[src/rtl/stack_ctx_pkg.sv]
package stack_ctx_pkg;
    localparam int DW = 8;
    localparam int AW = 2 * DW;

    typedef enum logic [2:0] {
        OP_PUSH  = 3'd0,
        OP_POP   = 3'd1,
        OP_CALL  = 3'd2,
        OP_INT   = 3'd3,
        OP_RET   = 3'd4,
        OP_IRET  = 3'd5,
        OP_LDLO  = 3'd6,
        OP_RSTSP = 3'd7
    } op_e;

    typedef enum logic [3:0] {
        ST_IDLE,
        ST_WR_BYTE,
        ST_RD_BYTE,
        ST_WR_PCL,
        ST_WR_PCH,
        ST_WR_X,
        ST_WR_A,
        ST_WR_CC,
        ST_RD_CC,
        ST_RD_A,
        ST_RD_X,
        ST_RD_PCH,
        ST_RD_PCL
    } seq_state_e;

    typedef enum logic [2:0] {
        DST_NONE,
        DST_BYTE,
        DST_PCL,
        DST_PCH,
        DST_X,
        DST_A,
        DST_CC
    } dest_e;
endpackage

[src/rtl/sp_pointer.sv]
module sp_pointer
    import stack_ctx_pkg::*;
#(
    parameter logic [DW-1:0] PAGE   = 8'h01,
    parameter logic [DW-1:0] TOP_LO = 8'hFF
) (
    input  logic          clk,
    input  logic          rst_n,
    input  logic          rst_sp,
    input  logic          ld_lo,
    input  logic [DW-1:0] ld_val,
    input  logic          dec,
    input  logic          inc,
    output logic [AW-1:0] sp,
    output logic [AW-1:0] sp_up
);
    logic [DW-1:0] lo_q;

    always_ff @(posedge clk) begin
        if (!rst_n) begin
            lo_q <= TOP_LO;
        end else if (rst_sp) begin
            lo_q <= TOP_LO;
        end else if (ld_lo) begin
            lo_q <= ld_val;
        end else if (dec) begin
            lo_q <= lo_q - 8'd1;
        end else if (inc) begin
            lo_q <= lo_q + 8'd1;
        end
    end

    logic [DW-1:0] lo_up;
    assign lo_up = lo_q + 8'd1;
    assign sp    = {PAGE, lo_q};
    assign sp_up = {PAGE, lo_up};
endmodule

[src/rtl/ctx_restore.sv]
module ctx_restore
    import stack_ctx_pkg::*;
(
    input  logic          clk,
    input  logic          rst_n,
    input  dest_e         dest,
    input  logic [DW-1:0] rdata,
    output logic [DW-1:0] pop_data,
    output logic [AW-1:0] pc_out,
    output logic [DW-1:0] x_out,
    output logic [DW-1:0] a_out,
    output logic [DW-1:0] cc_out
);
    logic [DW-1:0] pcl_q, pch_q;

    always_ff @(posedge clk) begin
        if (!rst_n) begin
            pop_data <= '0;
            pcl_q    <= '0;
            pch_q    <= '0;
            x_out    <= '0;
            a_out    <= '0;
            cc_out   <= '0;
        end else begin
            unique case (dest)
                DST_BYTE: pop_data <= rdata;
                DST_PCL:  pcl_q    <= rdata;
                DST_PCH:  pch_q    <= rdata;
                DST_X:    x_out    <= rdata;
                DST_A:    a_out    <= rdata;
                DST_CC:   cc_out   <= rdata;
                default:  ;
            endcase
        end
    end

    assign pc_out = {pch_q, pcl_q};
endmodule

[src/rtl/ctx_seq_fsm.sv]
module ctx_seq_fsm
    import stack_ctx_pkg::*;
(
    input  logic          clk,
    input  logic          rst_n,
    input  logic          cmd_valid,
    input  logic [2:0]    cmd_op,
    input  logic [DW-1:0] cmd_data,
    input  logic [AW-1:0] pc_in,
    input  logic [DW-1:0] x_in,
    input  logic [DW-1:0] a_in,
    input  logic [DW-1:0] cc_in,
    output logic          busy,
    output logic          done,
    output logic          push_en,
    output logic          pop_en,
    output logic [DW-1:0] wdata,
    output dest_e         dest,
    output logic          ld_lo,
    output logic          rst_sp
);
    seq_state_e state_q, state_d;
    logic          accept;
    logic          is_int_q;
    logic [DW-1:0] byte_q, x_q, a_q, cc_q;
    logic [AW-1:0] pc_q;

    assign accept = cmd_valid && (state_q == ST_IDLE);
    assign ld_lo  = accept && (cmd_op == OP_LDLO);
    assign rst_sp = accept && (cmd_op == OP_RSTSP);

    always_comb begin
        state_d = state_q;
        unique case (state_q)
            ST_IDLE: begin
                if (accept) begin
                    unique case (cmd_op)
                        OP_PUSH: state_d = ST_WR_BYTE;
                        OP_POP:  state_d = ST_RD_BYTE;
                        OP_CALL: state_d = ST_WR_PCL;
                        OP_INT:  state_d = ST_WR_PCL;
                        OP_RET:  state_d = ST_RD_PCH;
                        OP_IRET: state_d = ST_RD_CC;
                        default: state_d = ST_IDLE;
                    endcase
                end
            end
            ST_WR_BYTE: state_d = ST_IDLE;
            ST_RD_BYTE: state_d = ST_IDLE;
            ST_WR_PCL:  state_d = ST_WR_PCH;
            ST_WR_PCH:  state_d = is_int_q ? ST_WR_X : ST_IDLE;
            ST_WR_X:    state_d = ST_WR_A;
            ST_WR_A:    state_d = ST_WR_CC;
            ST_WR_CC:   state_d = ST_IDLE;
            ST_RD_CC:   state_d = ST_RD_A;
            ST_RD_A:    state_d = ST_RD_X;
            ST_RD_X:    state_d = ST_RD_PCH;
            ST_RD_PCH:  state_d = ST_RD_PCL;
            ST_RD_PCL:  state_d = ST_IDLE;
            default:    state_d = ST_IDLE;
        endcase
    end

    always_ff @(posedge clk) begin
        if (!rst_n) begin
            state_q  <= ST_IDLE;
            done     <= 1'b0;
            is_int_q <= 1'b0;
            byte_q   <= '0;
            pc_q     <= '0;
            x_q      <= '0;
            a_q      <= '0;
            cc_q     <= '0;
        end else begin
            state_q <= state_d;
            done    <= (state_q != ST_IDLE) && (state_d == ST_IDLE);
            if (accept) begin
                is_int_q <= (cmd_op == OP_INT);
                byte_q   <= cmd_data;
                pc_q     <= pc_in;
                x_q      <= x_in;
                a_q      <= a_in;
                cc_q     <= cc_in;
            end
        end
    end

    always_comb begin
        busy    = (state_q != ST_IDLE);
        push_en = 1'b0;
        pop_en  = 1'b0;
        wdata   = '0;
        dest    = DST_NONE;
        unique case (state_q)
            ST_IDLE:    ;
            ST_WR_BYTE: begin push_en = 1'b1; wdata = byte_q;          end
            ST_WR_PCL:  begin push_en = 1'b1; wdata = pc_q[DW-1:0];    end
            ST_WR_PCH:  begin push_en = 1'b1; wdata = pc_q[AW-1:DW];   end
            ST_WR_X:    begin push_en = 1'b1; wdata = x_q;             end
            ST_WR_A:    begin push_en = 1'b1; wdata = a_q;             end
            ST_WR_CC:   begin push_en = 1'b1; wdata = cc_q;            end
            ST_RD_BYTE: begin pop_en = 1'b1; dest = DST_BYTE;          end
            ST_RD_CC:   begin pop_en = 1'b1; dest = DST_CC;            end
            ST_RD_A:    begin pop_en = 1'b1; dest = DST_A;             end
            ST_RD_X:    begin pop_en = 1'b1; dest = DST_X;             end
            ST_RD_PCH:  begin pop_en = 1'b1; dest = DST_PCH;           end
            ST_RD_PCL:  begin pop_en = 1'b1; dest = DST_PCL;           end
            default:    ;
        endcase
    end
endmodule

[src/rtl/stack_ctx_seq.sv]
module stack_ctx_seq
    import stack_ctx_pkg::*;
#(
    parameter logic [7:0] PAGE   = 8'h01,
    parameter logic [7:0] TOP_LO = 8'hFF
) (
    input  logic        clk,
    input  logic        rst_n,
    input  logic        cmd_valid,
    input  logic [2:0]  cmd_op,
    input  logic [7:0]  cmd_data,
    input  logic [15:0] pc_in,
    input  logic [7:0]  x_in,
    input  logic [7:0]  a_in,
    input  logic [7:0]  cc_in,
    input  logic [7:0]  mem_rdata,
    output logic [15:0] mem_addr,
    output logic [7:0]  mem_wdata,
    output logic        mem_we,
    output logic        busy,
    output logic        done,
    output logic [15:0] sp_out,
    output logic [7:0]  pop_data,
    output logic [15:0] pc_out,
    output logic [7:0]  x_out,
    output logic [7:0]  a_out,
    output logic [7:0]  cc_out
);
    logic          push_en, pop_en, ld_lo, rst_sp;
    dest_e         dest;
    logic [AW-1:0] sp, sp_up;

    ctx_seq_fsm u_fsm (
        .clk       (clk),
        .rst_n     (rst_n),
        .cmd_valid (cmd_valid),
        .cmd_op    (cmd_op),
        .cmd_data  (cmd_data),
        .pc_in     (pc_in),
        .x_in      (x_in),
        .a_in      (a_in),
        .cc_in     (cc_in),
        .busy      (busy),
        .done      (done),
        .push_en   (push_en),
        .pop_en    (pop_en),
        .wdata     (mem_wdata),
        .dest      (dest),
        .ld_lo     (ld_lo),
        .rst_sp    (rst_sp)
    );

    sp_pointer #(.PAGE(PAGE), .TOP_LO(TOP_LO)) u_ptr (
        .clk    (clk),
        .rst_n  (rst_n),
        .rst_sp (rst_sp),
        .ld_lo  (ld_lo),
        .ld_val (cmd_data),
        .dec    (push_en),
        .inc    (pop_en),
        .sp     (sp),
        .sp_up  (sp_up)
    );

    ctx_restore u_rest (
        .clk      (clk),
        .rst_n    (rst_n),
        .dest     (dest),
        .rdata    (mem_rdata),
        .pop_data (pop_data),
        .pc_out   (pc_out),
        .x_out    (x_out),
        .a_out    (a_out),
        .cc_out   (cc_out)
    );

    assign mem_addr = pop_en ? sp_up : sp;
    assign mem_we   = push_en;
    assign sp_out   = sp;
endmodule

[config.mk]
export PLATFORM = sky130hd
export DESIGN_NAME = stack_ctx_seq
export DESIGN_NICKNAME = d
export VERILOG_FILES = /design/src/rtl/stack_ctx_pkg.sv /design/src/rtl/sp_pointer.sv /design/src/rtl/ctx_restore.sv /design/src/rtl/ctx_seq_fsm.sv /design/src/rtl/stack_ctx_seq.sv
export SDC_FILE = /design/constraint.sdc
export NUM_CORES = 1
export LEC_CHECK = 0
export BUFFER_PORTS_ARGS = -buffer_cell sky130_fd_sc_hd__buf_4
export CAP_MARGIN = 20
export CORE_ASPECT_RATIO = 0.6
export CORE_MARGIN = 1.5
export CORE_UTILIZATION = 30
export DETAILED_ROUTE_END_ITERATION = 16
export PLACE_DENSITY = 0.53
export RECOVER_POWER = 50
export SYNTH_ARGS = -nofsm -noshare
export SYNTH_HDL_FRONTEND = slang
export SYNTH_SLANG_ARGS = --single-unit
[constraint.sdc]
create_clock -name clk -period 2.9 [get_ports clk]
set_clock_uncertainty 0.05 [all_clocks]
set_input_delay 0.58 -clock clk [delete_from_list [all_inputs] [get_ports clk]]
set_output_delay 0.58 -clock clk [all_outputs]
set_load 0.01 [all_outputs]
==> impl_results.rst, run 1 <==
.. list-table::
   :header-rows: 1

   * - Metric
     - Value
   * - Fraction of final layout cells with drive strength greater than 1
     - 0.155
   * - Largest reg by FF count
     - u_fsm.pc_q
   * - Hold Violations, Final
     - 0
   * - Switching power
     - 0.00110 W
   * - Number of antenna violations at the first check in global routing
     - 0
   * - Actual transition at the worst max-transition pin
     - 1.01 ns
   * - Largest net degree at the start of global routing
     - 99
   * - Synthesis warning total
     - 0
   * - Mapped Area
     - 4910 sq um
   * - Global-route usage over all layers
     - 0.179
   * - CTS HTree Levels
     - 3
   * - Most used standard cell by instance count after synthesis
     - sky130_fd_sc_hd__nand2_1
   * - Routed wire per std cell
     - 16.1 microns
   * - LEAKAGE
     - 2.37 nW
   * - Achievable Freq
     - 0.372 GHz
   * - Required time of the worst setup path
     - 2.27 ns
   * - First DRT Iteration DRCs
     - 386
   * - Share of power burned in registers
     - 0.438
   * - Setup TNS Final
     - 0 ns
   * - Area growth from synthesis to layout
     - 25.8%
   * - Final core area utilization
     - 0.394
   * - Most instantiated flip-flop cell in the synthesis netlist
     - sky130_fd_sc_hd__dfxtp_1
   * - Clock transition at path regs
     - 0.07 ns
   * - Sw Ratio
     - 0.286
   * - Core Area
     - 15700 sq um
   * - Number of global-route vias before repair
     - 4497
   * - Post-synth top cells
     - 208 x sky130_fd_sc_hd__nand2_1, 110 x sky130_fd_sc_hd__dfxtp_1, 102 x sky130_fd_sc_hd__a21oi_1
   * - Max-capacitance violation count
     - 0
   * - Internal cell power
     - 0.00274 W
   * - Worst min-delay path category
     - flop to flop
   * - Final number of setup-violating endpoints
     - 0
   * - Total Wirelength
     - 15500 microns
   * - Final slew viol count
     - 0
   * - Clock Tree Root
     - sky130_fd_sc_hd__clkbuf_16
   * - Die width
     - 168 microns
   * - Total number of nets in the final design
     - 818
   * - Setup repair after global routing missed its margin
     - no
   * - DRC Markers
     - 0
   * - Count of flip-flops with a built-in enable after synthesis
     - 0
   * - Maximum vdd ir drop
     - 0.273 mV
   * - Number of nets still failing antenna checks after routing
     - 0
   * - Total via count in the routed design
     - 4786
   * - Starting Density
     - 0.313
   * - Final HPWL DP
     - 11700 microns
   * - Category of the worst setup path launch point
     - flop
   * - Count of input and output buffers
     - 136
   * - Clock tree from TritonCTS
     - built
   * - Gp weighted congestion
     - 0.828
   * - Clk_lat worst skew
     - 0.35 ns
   * - Critical path peak fanout
     - 17
   * - Num CTS Buffers
     - 9
   * - Remaining global-route overflow
     - 0
   * - Synthesized netlist cell count
     - 639
   * - Number of flip-flops under the largest register name
     - 16
   * - Number of filler cells placed in the layout
     - 1701
   * - Final worst hold slack
     - 0.408 ns
   * - Longest Clk Path Bufs
     - 2
   * - Ranking of synthesized cells by area
     - sky130_fd_sc_hd__dfxtp_1 45%, sky130_fd_sc_hd__nand2_1 16%, sky130_fd_sc_hd__a21oi_1 10%
   * - Max transition margin
     - 0.328
   * - Minimum clock period after layout
     - 2.69 ns
   * - Share of synthesized registers carrying an async set or reset
     - 0
   * - Cell area power density
     - 622 nW/um^2
   * - Relative contribution of the clock network to total power
     - 0.377
   * - Share of the clock period used by the worst path
     - 0.927
   * - Number of sinks handled by clock tree synthesis
     - 110
   * - #FFs+latches synth
     - 110
   * - Count of inserted antenna diode cells
     - 0
   * - Syn Area/Cell
     - 7.69 sq um
   * - Die height
     - 102 microns
   * - Row Count
     - 35
   * - Arr. time, crit path
     - 2.06 ns
   * - Drt via density
     - 4.98
   * - Type of the worst setup path
     - flop to primary output
   * - Sequential element share of the synthesized area
     - 0.448
   * - Synth cell types
     - 52
   * - Cell type with the highest aggregate area in the netlist
     - sky130_fd_sc_hd__dfxtp_1
   * - Gate power share
     - 0.184
   * - Critical path endpoint category
     - primary output
   * - Overall die area
     - 17200 sq um
   * - Setup fix buffers added after clock tree synthesis
     - 0
   * - Status
     - finished clean
   * - Synth top area share
     - 0.448
   * - Boundary pin count
     - 153
   * - Wire length of the first global-routing pass
     - 23900 microns
   * - Pre-Repair DR Iteration Count
     - 5
-- cell families (layout without fill, tap and decap cells) --
| kind of cell | count (synthesis) | after routing | share of synthesized area |
|---|---|---|---|
| compound gates | 159 | 159 | 0.197 |
| buf+inv | 67 | 173 | 0.0647 |
| fa+ha+maj | 2 | 2 | 0.00509 |
| simple gates | 278 | 278 | 0.239 |
| flops | 110 | 110 | 0.448 |
| other cells | 2 | 16 | 0.00153 |
| mux | 12 | 12 | 0.0288 |
| xor+xnor | 9 | 9 | 0.0160 |
-- power groups by stage --
| stage | Clock, W | Sequential [W] | Combinational (W) |
|---|---|---|---|
| floorplan | 0 | 0.00169 | 0.000452 |
| global placement | 0 | 0.00172 | 0.000719 |
| detailed placement | 0 | 0.00172 | 0.000729 |
| CTS | 0.00148 | 0.00168 | 0.000731 |
| global route | 0.00153 | 0.00170 | 0.000787 |
| finish | 0.00145 | 0.00169 | 0.000707 |
-- final timing paths --
check / start / to / slack (ns) / cells past startpoint
min: u_rest.pch_q[1]$_SDFFE_PN0N_ / u_rest.pch_q[1]$_SDFFE_PN0N_ / 0.41 / 2
max: u_fsm.state_q[1]$_SDFF_PN0_ / mem_wdata[0] / 0.21 / 5
max reg2reg: u_fsm.state_q[2]$_SDFF_PN0_ / u_ptr.lo_q[3]$_SDFFE_PP1P_ / 0.47 / 6
min reg2reg: u_rest.pch_q[1]$_SDFFE_PN0N_ / u_rest.pch_q[1]$_SDFFE_PN0N_ / 0.41 / 2
-- layout make-up --
cell class | count | area (sq um) | area share
clock inverters | 7 | 128 | 0.0206
multi-input cells | 476 | 2450 | 0.396
inverters | 9 | 33.8 | 0.00546
clock buffers | 9 | 225 | 0.0364
flip-flops and latches | 110 | 2200 | 0.356
well taps | 203 | 254 | 0.0411
repair buffers | 148 | 890 | 0.144
-- worst max-delay path, cell delays in order (launching register included) --
cell and delay, ns:
sky130_fd_sc_hd__dfxtp_1 0.63, sky130_fd_sc_hd__buf_4 0.32, sky130_fd_sc_hd__mux4_2 0.32, sky130_fd_sc_hd__a22oi_1 0.20, sky130_fd_sc_hd__nor2_1 0.09, sky130_fd_sc_hd__buf_4 0.16
-- metal layers --
metal | up-vias | global-route usage | share of wire
li1 | 2362 | - | -
met1 | 2224 | 0.259 | 0.50
met2 | 184 | 0.269 | 0.42
met3 | 16 | 0.0414 | 0.071
met4 | 0 | 0.0433 | 0.011
met5 | - | 0 | 0
-- through the flow --
step / std cells / cell area, sq um / setup WS, ns / power (W)
floorplan: 653 / 4970 / 0.636 / 0.00214
global route: 962 / 6180 / 0.0491 / 0.00402
global placement: 946 / 6050 / 0.605 / 0.00244
finish: 962 / 6180 / 0.211 / 0.00384
CTS: 962 / 6400 / 0.140 / 0.00390
detailed placement: 946 / 6050 / 0.548 / 0.00245
-- cell usage in the layout (no fill, tap or decap), drive strengths merged, types with 3 or more instances in the layout --
cell type  count
o2111ai        3
o21bai         3
a31oi          3
nand2        208
nand4          4
a21oi        102
nor3           8
o31ai          3
a22oi          4
o2bb2ai        6
inv           11
or3            4
a22o           7
clkbuf        68
xnor2          6
mux2i          7
nand4b         3
nor2b          8
o21ai          7
buf           89
mux2           4
xor2           3
and2           8
a222oi         6
a211o          4
nor2          20
conb          16
dfxtp        110
bufinv         3
nand3          7
-- what timing repair did --
action / CTS / global route
hold buffers: 0 / 0
endpoints found under the setup margin: 0 / 4
gates resized for setup: 0 / 2
No activity file was read; power rests on OpenSTA's default activity.
==> inputs of run 2 (changes only) <==
Settings changed: ABC_AREA from default to 1.
==> impl_results.rst, run 2 <==
.. list-table::
   :header-rows: 1

   * - Metric
     - Value
   * - Pre-Repair DR Iteration Count
     - 5 (unchanged)
   * - Most common cell after layout, fill and taps aside
     - sky130_fd_sc_hd__nand2_1 (unchanged)
   * - Actual transition at the worst max-transition pin
     - 1.13 ns (was 1.01 ns)
   * - Global-route usage over all layers
     - 0.180 (was 0.179)
   * - Boundary pin count
     - 153 (unchanged)
   * - Most used standard cell by instance count after synthesis
     - sky130_fd_sc_hd__nand2_1 (unchanged)
   * - Overall die area
     - 17000 sq um (was 17200 sq um)
   * - Max-capacitance violation count
     - 0 (unchanged)
   * - Max transition margin
     - 0.247 (was 0.328)
   * - Synthesized netlist cell count
     - 695 (was 639)
   * - #FFs+latches synth
     - 110 (unchanged)
   * - Post-synth top cells
     - 122 x sky130_fd_sc_hd__nand2_1, 115 x sky130_fd_sc_hd__nor2_1, 110 x sky130_fd_sc_hd__dfxtp_1 (was 208 x sky130_fd_sc_hd__nand2_1, 110 x sky130_fd_sc_hd__dfxtp_1, 102 x sky130_fd_sc_hd__a21oi_1)
   * - Setup repair after global routing missed its margin
     - no (unchanged)
   * - Clk_lat worst skew
     - 0.35 ns (about the same)
   * - Ranking of synthesized cells by area
     - sky130_fd_sc_hd__dfxtp_1 45%, sky130_fd_sc_hd__o21ai_0 9.6%, sky130_fd_sc_hd__nand2_1 9.4% (was sky130_fd_sc_hd__dfxtp_1 45%, sky130_fd_sc_hd__nand2_1 16%, sky130_fd_sc_hd__a21oi_1 10%)
   * - Number of sinks handled by clock tree synthesis
     - 110 (unchanged)
   * - Longest Clk Path Bufs
     - 2 (unchanged)
   * - Largest reg by FF count
     - u_fsm.pc_q (unchanged)
   * - Required time of the worst setup path
     - 2.27 ns (about the same)
   * - Final worst slack
     - 0.322 ns (was 0.211 ns)
   * - Share of synthesized registers carrying an async set or reset
     - 0 (unchanged)
   * - Category of cells accounting for the largest share of critical-path delay
     - buffers and inverters (was flip-flops)
   * - Worst-path cell with the longest stage delay
     - sky130_fd_sc_hd__dfxtp_1 (unchanged)
   * - Delay of the slowest cell on the worst path
     - 0.33 ns (was 0.63 ns)
   * - Total Wirelength
     - 15400 microns (was 15500 microns)
   * - Number of global-route vias before repair
     - 4240 (was 4497)
   * - Clock tree from TritonCTS
     - built (unchanged)
   * - Design Area, Final
     - 6110 sq um (was 6180 sq um)
   * - Final HPWL DP
     - 11500 microns (was 11700 microns)
   * - Cell type with the highest aggregate area in the netlist
     - sky130_fd_sc_hd__dfxtp_1 (unchanged)
   * - Count of flip-flops with a built-in enable after synthesis
     - 0 (unchanged)
   * - Total number of nets in the final design
     - 885 (was 818)
   * - Die height
     - 102 microns (about the same)
   * - Cell area power density
     - 607 nW/um^2 (was 622 nW/um^2)
   * - DRC Markers
     - 0 (unchanged)
   * - Synthesis warning total
     - 0 (unchanged)
   * - Total via count in the routed design
     - 4767 (was 4786)
   * - Startpoint of the lowest-slack register-to-register path
     - u_fsm.state_q[2]$_SDFF_PN0_ (unchanged)
   * - Synth top area share
     - 0.452 (was 0.448)
   * - Maximum vdd ir drop
     - 0.250 mV (was 0.273 mV)
   * - Clock Tree Root
     - sky130_fd_sc_hd__clkbuf_16 (unchanged)
   * - LEAKAGE
     - 2.71 nW (was 2.37 nW)
   * - Status
     - finished clean (unchanged)
   * - Achievable Freq
     - 0.388 GHz (was 0.372 GHz)
   * - Count of input and output buffers
     - 136 (unchanged)
   * - Most instantiated flip-flop cell in the synthesis netlist
     - sky130_fd_sc_hd__dfxtp_1 (unchanged)
   * - Commonest cells after routing, fill and taps aside
     - 122 x sky130_fd_sc_hd__nand2_1, 118 x sky130_fd_sc_hd__nor2_1, 110 x sky130_fd_sc_hd__dfxtp_1 (was 208 x sky130_fd_sc_hd__nand2_1, 109 x sky130_fd_sc_hd__dfxtp_1, 102 x sky130_fd_sc_hd__a21oi_1)
   * - Synth cell types
     - 28 (was 52)
   * - Setup TNS Final
     - 0 ns (unchanged)
   * - Cell chain of the critical path
     - inv_1 -> nand2_1 -> nand2_1 -> nand2_2 -> inv_1 -> nor2_1 -> a31oi_1 -> buf_4 (was buf_4 -> mux4_2 -> a22oi_1 -> nor2_1 -> buf_4)
   * - Cts-stage hold buffer count
     - 0 (unchanged)
   * - Remaining global-route overflow
     - 0 (unchanged)
   * - Number of filler cells placed in the layout
     - 1735 (was 1701)
   * - Number of antenna violations at the first check in global routing
     - 0 (unchanged)
   * - Setup fix buffers added after clock tree synthesis
     - 0 (unchanged)
   * - Core Area
     - 15600 sq um (was 15700 sq um)
   * - Sequential element share of the synthesized area
     - 0.452 (was 0.448)
   * - Number of flip-flops under the largest register name
     - 16 (unchanged)
   * - Final slew viol count
     - 0 (unchanged)
   * - Share of the clock period used by the worst path
     - 0.889 (was 0.927)
   * - Critical path buffers and inverters
     - 3 (was 2)
   * - Die width
     - 168 microns (about the same)
   * - Post-Place Setup Slack
     - 0.736 ns (was 0.548 ns)
   * - Timing startpoint of the critical path
     - u_fsm.state_q[0]$_SDFF_PN0_ (was u_fsm.state_q[1]$_SDFF_PN0_)
   * - Critical path peak fanout
     - 9 (was 17)
   * - Wire length of the first global-routing pass
     - 23700 microns (was 23900 microns)
   * - Gp weighted congestion
     - 0.817 (was 0.828)
   * - Routed wire per std cell
     - 15.0 microns (was 16.1 microns)
   * - Worst min-delay path category
     - flop to flop (unchanged)
   * - Number of nets still failing antenna checks after routing
     - 0 (unchanged)
   * - Category of the worst setup path launch point
     - flop (unchanged)
   * - Drt via density
     - 4.63 (was 4.98)
   * - # resized after CTS
     - 0 (unchanged)
   * - Arr. time, crit path
     - 1.95 ns (was 2.06 ns)
   * - Critical path endpoint category
     - primary output (unchanged)
   * - Count of placed standard cells in the final layout, fillers left out
     - 1029 (was 962)
   * - CTS HTree Levels
     - 3 (unchanged)
   * - Fraction of final layout cells with drive strength greater than 1
     - 0.143 (was 0.155)
   * - First DRT Iteration DRCs
     - 398 (was 386)
   * - Area growth from synthesis to layout
     - 25.3% (was 25.8%)
   * - Count of inserted antenna diode cells
     - 0 (unchanged)
   * - Minimum clock period after layout
     - 2.58 ns (was 2.69 ns)
   * - Num CTS Buffers
     - 9 (unchanged)
   * - Row Count
     - 35 (unchanged)
   * - Placed cell area
     - 6010 sq um (was 6050 sq um)
   * - Startpoint of the most critical hold path
     - u_fsm.x_q[3]$_SDFFE_PN0P_ (was u_rest.pch_q[1]$_SDFFE_PN0N_)
   * - Largest net degree at the start of global routing
     - 50 (was 99)
   * - Syn Area/Cell
     - 7.01 sq um (was 7.69 sq um)
   * - Starting Density
     - 0.313 (about the same)
   * - Dpl cells
     - 1013 (was 946)
   * - Type of the worst setup path
     - flop to primary output (unchanged)
   * - Final number of setup-violating endpoints
     - 0 (unchanged)
   * - Clock transition at path regs
     - 0.08 ns (was 0.07 ns)
   * - Mapped Area
     - 4870 sq um (was 4910 sq um)
   * - Final worst hold slack
     - 0.403 ns (was 0.408 ns)
   * - Hold Violations, Final
     - 0 (unchanged)
[run 2: logic make-up (layout without fill, tap and decap cells)]
logic type	Yosys count	count (layout)	synth area share
and+or+nand+nor	286	286	0.243
buffers and inverters	106	223	0.0960
other	2	16	0.00154
AOI/OAI and AO/OA	185	185	0.195
xor gates and xnor gates	4	4	0.00719
DFF	110	110	0.452
adders and majority gates	2	2	0.00514
[run 2: per-layer routing]
metal | global-route usage | routed length, microns | up-vias
li1 | - | - | 2477
met1 | 0.287 | 8640 | 2176
met2 | 0.234 | 5760 | 104
met3 | 0.0465 | 892 | 10
met4 | 0.0374 | 103 | 0
met5 | 0 | 0 | -
[run 2: stage by stage]
stage | util | power [W]
after global placement | 0.386 | 0.00251
after detailed placement | 0.386 | 0.00251
after global routing | 0.392 | 0.00393
after floorplan | - | 0.00219
final | 0.392 | 0.00371
after CTS | 0.405 | 0.00376
[run 2: worst reg2reg max path: stages, from the launching register on]
cell and delay (ns):
sky130_fd_sc_hd__dfxtp_1 0.45, sky130_fd_sc_hd__nor2_1 0.16, sky130_fd_sc_hd__nand3_1 0.24, sky130_fd_sc_hd__clkbuf_1 0.87, sky130_fd_sc_hd__o21ai_0 0.25, sky130_fd_sc_hd__nor3_1 0.35
[run 2: final timing paths]
check | to | slack, ns | cells after the start
max | mem_addr[6] | 0.32 | 8
min | u_fsm.x_q[3]$_SDFFE_PN0P_ | 0.40 | 2
max reg2reg | u_fsm.done$_SDFF_PN0_ | 0.42 | 5
min reg2reg | u_fsm.x_q[3]$_SDFFE_PN0P_ | 0.40 | 2
[run 2: power breakdown]
group	leakage [nW]	switching (W)	internal (W)
sequential	0.899	0.0000845	0.00162
combinational	1.66	0.000466	0.000284
clock	0.150	0.000643	0.000614
[run 2: layout make-up]
cell class	instances	area (sq um)	area share
sequential	110	2200	0.361
clock buffer	9	225	0.0369
tap	203	254	0.0416
timing repair buffer	140	853	0.140
clock inverter	7	82.6	0.0135
multi-input combinational	493	2240	0.366
inverter	67	251	0.0412
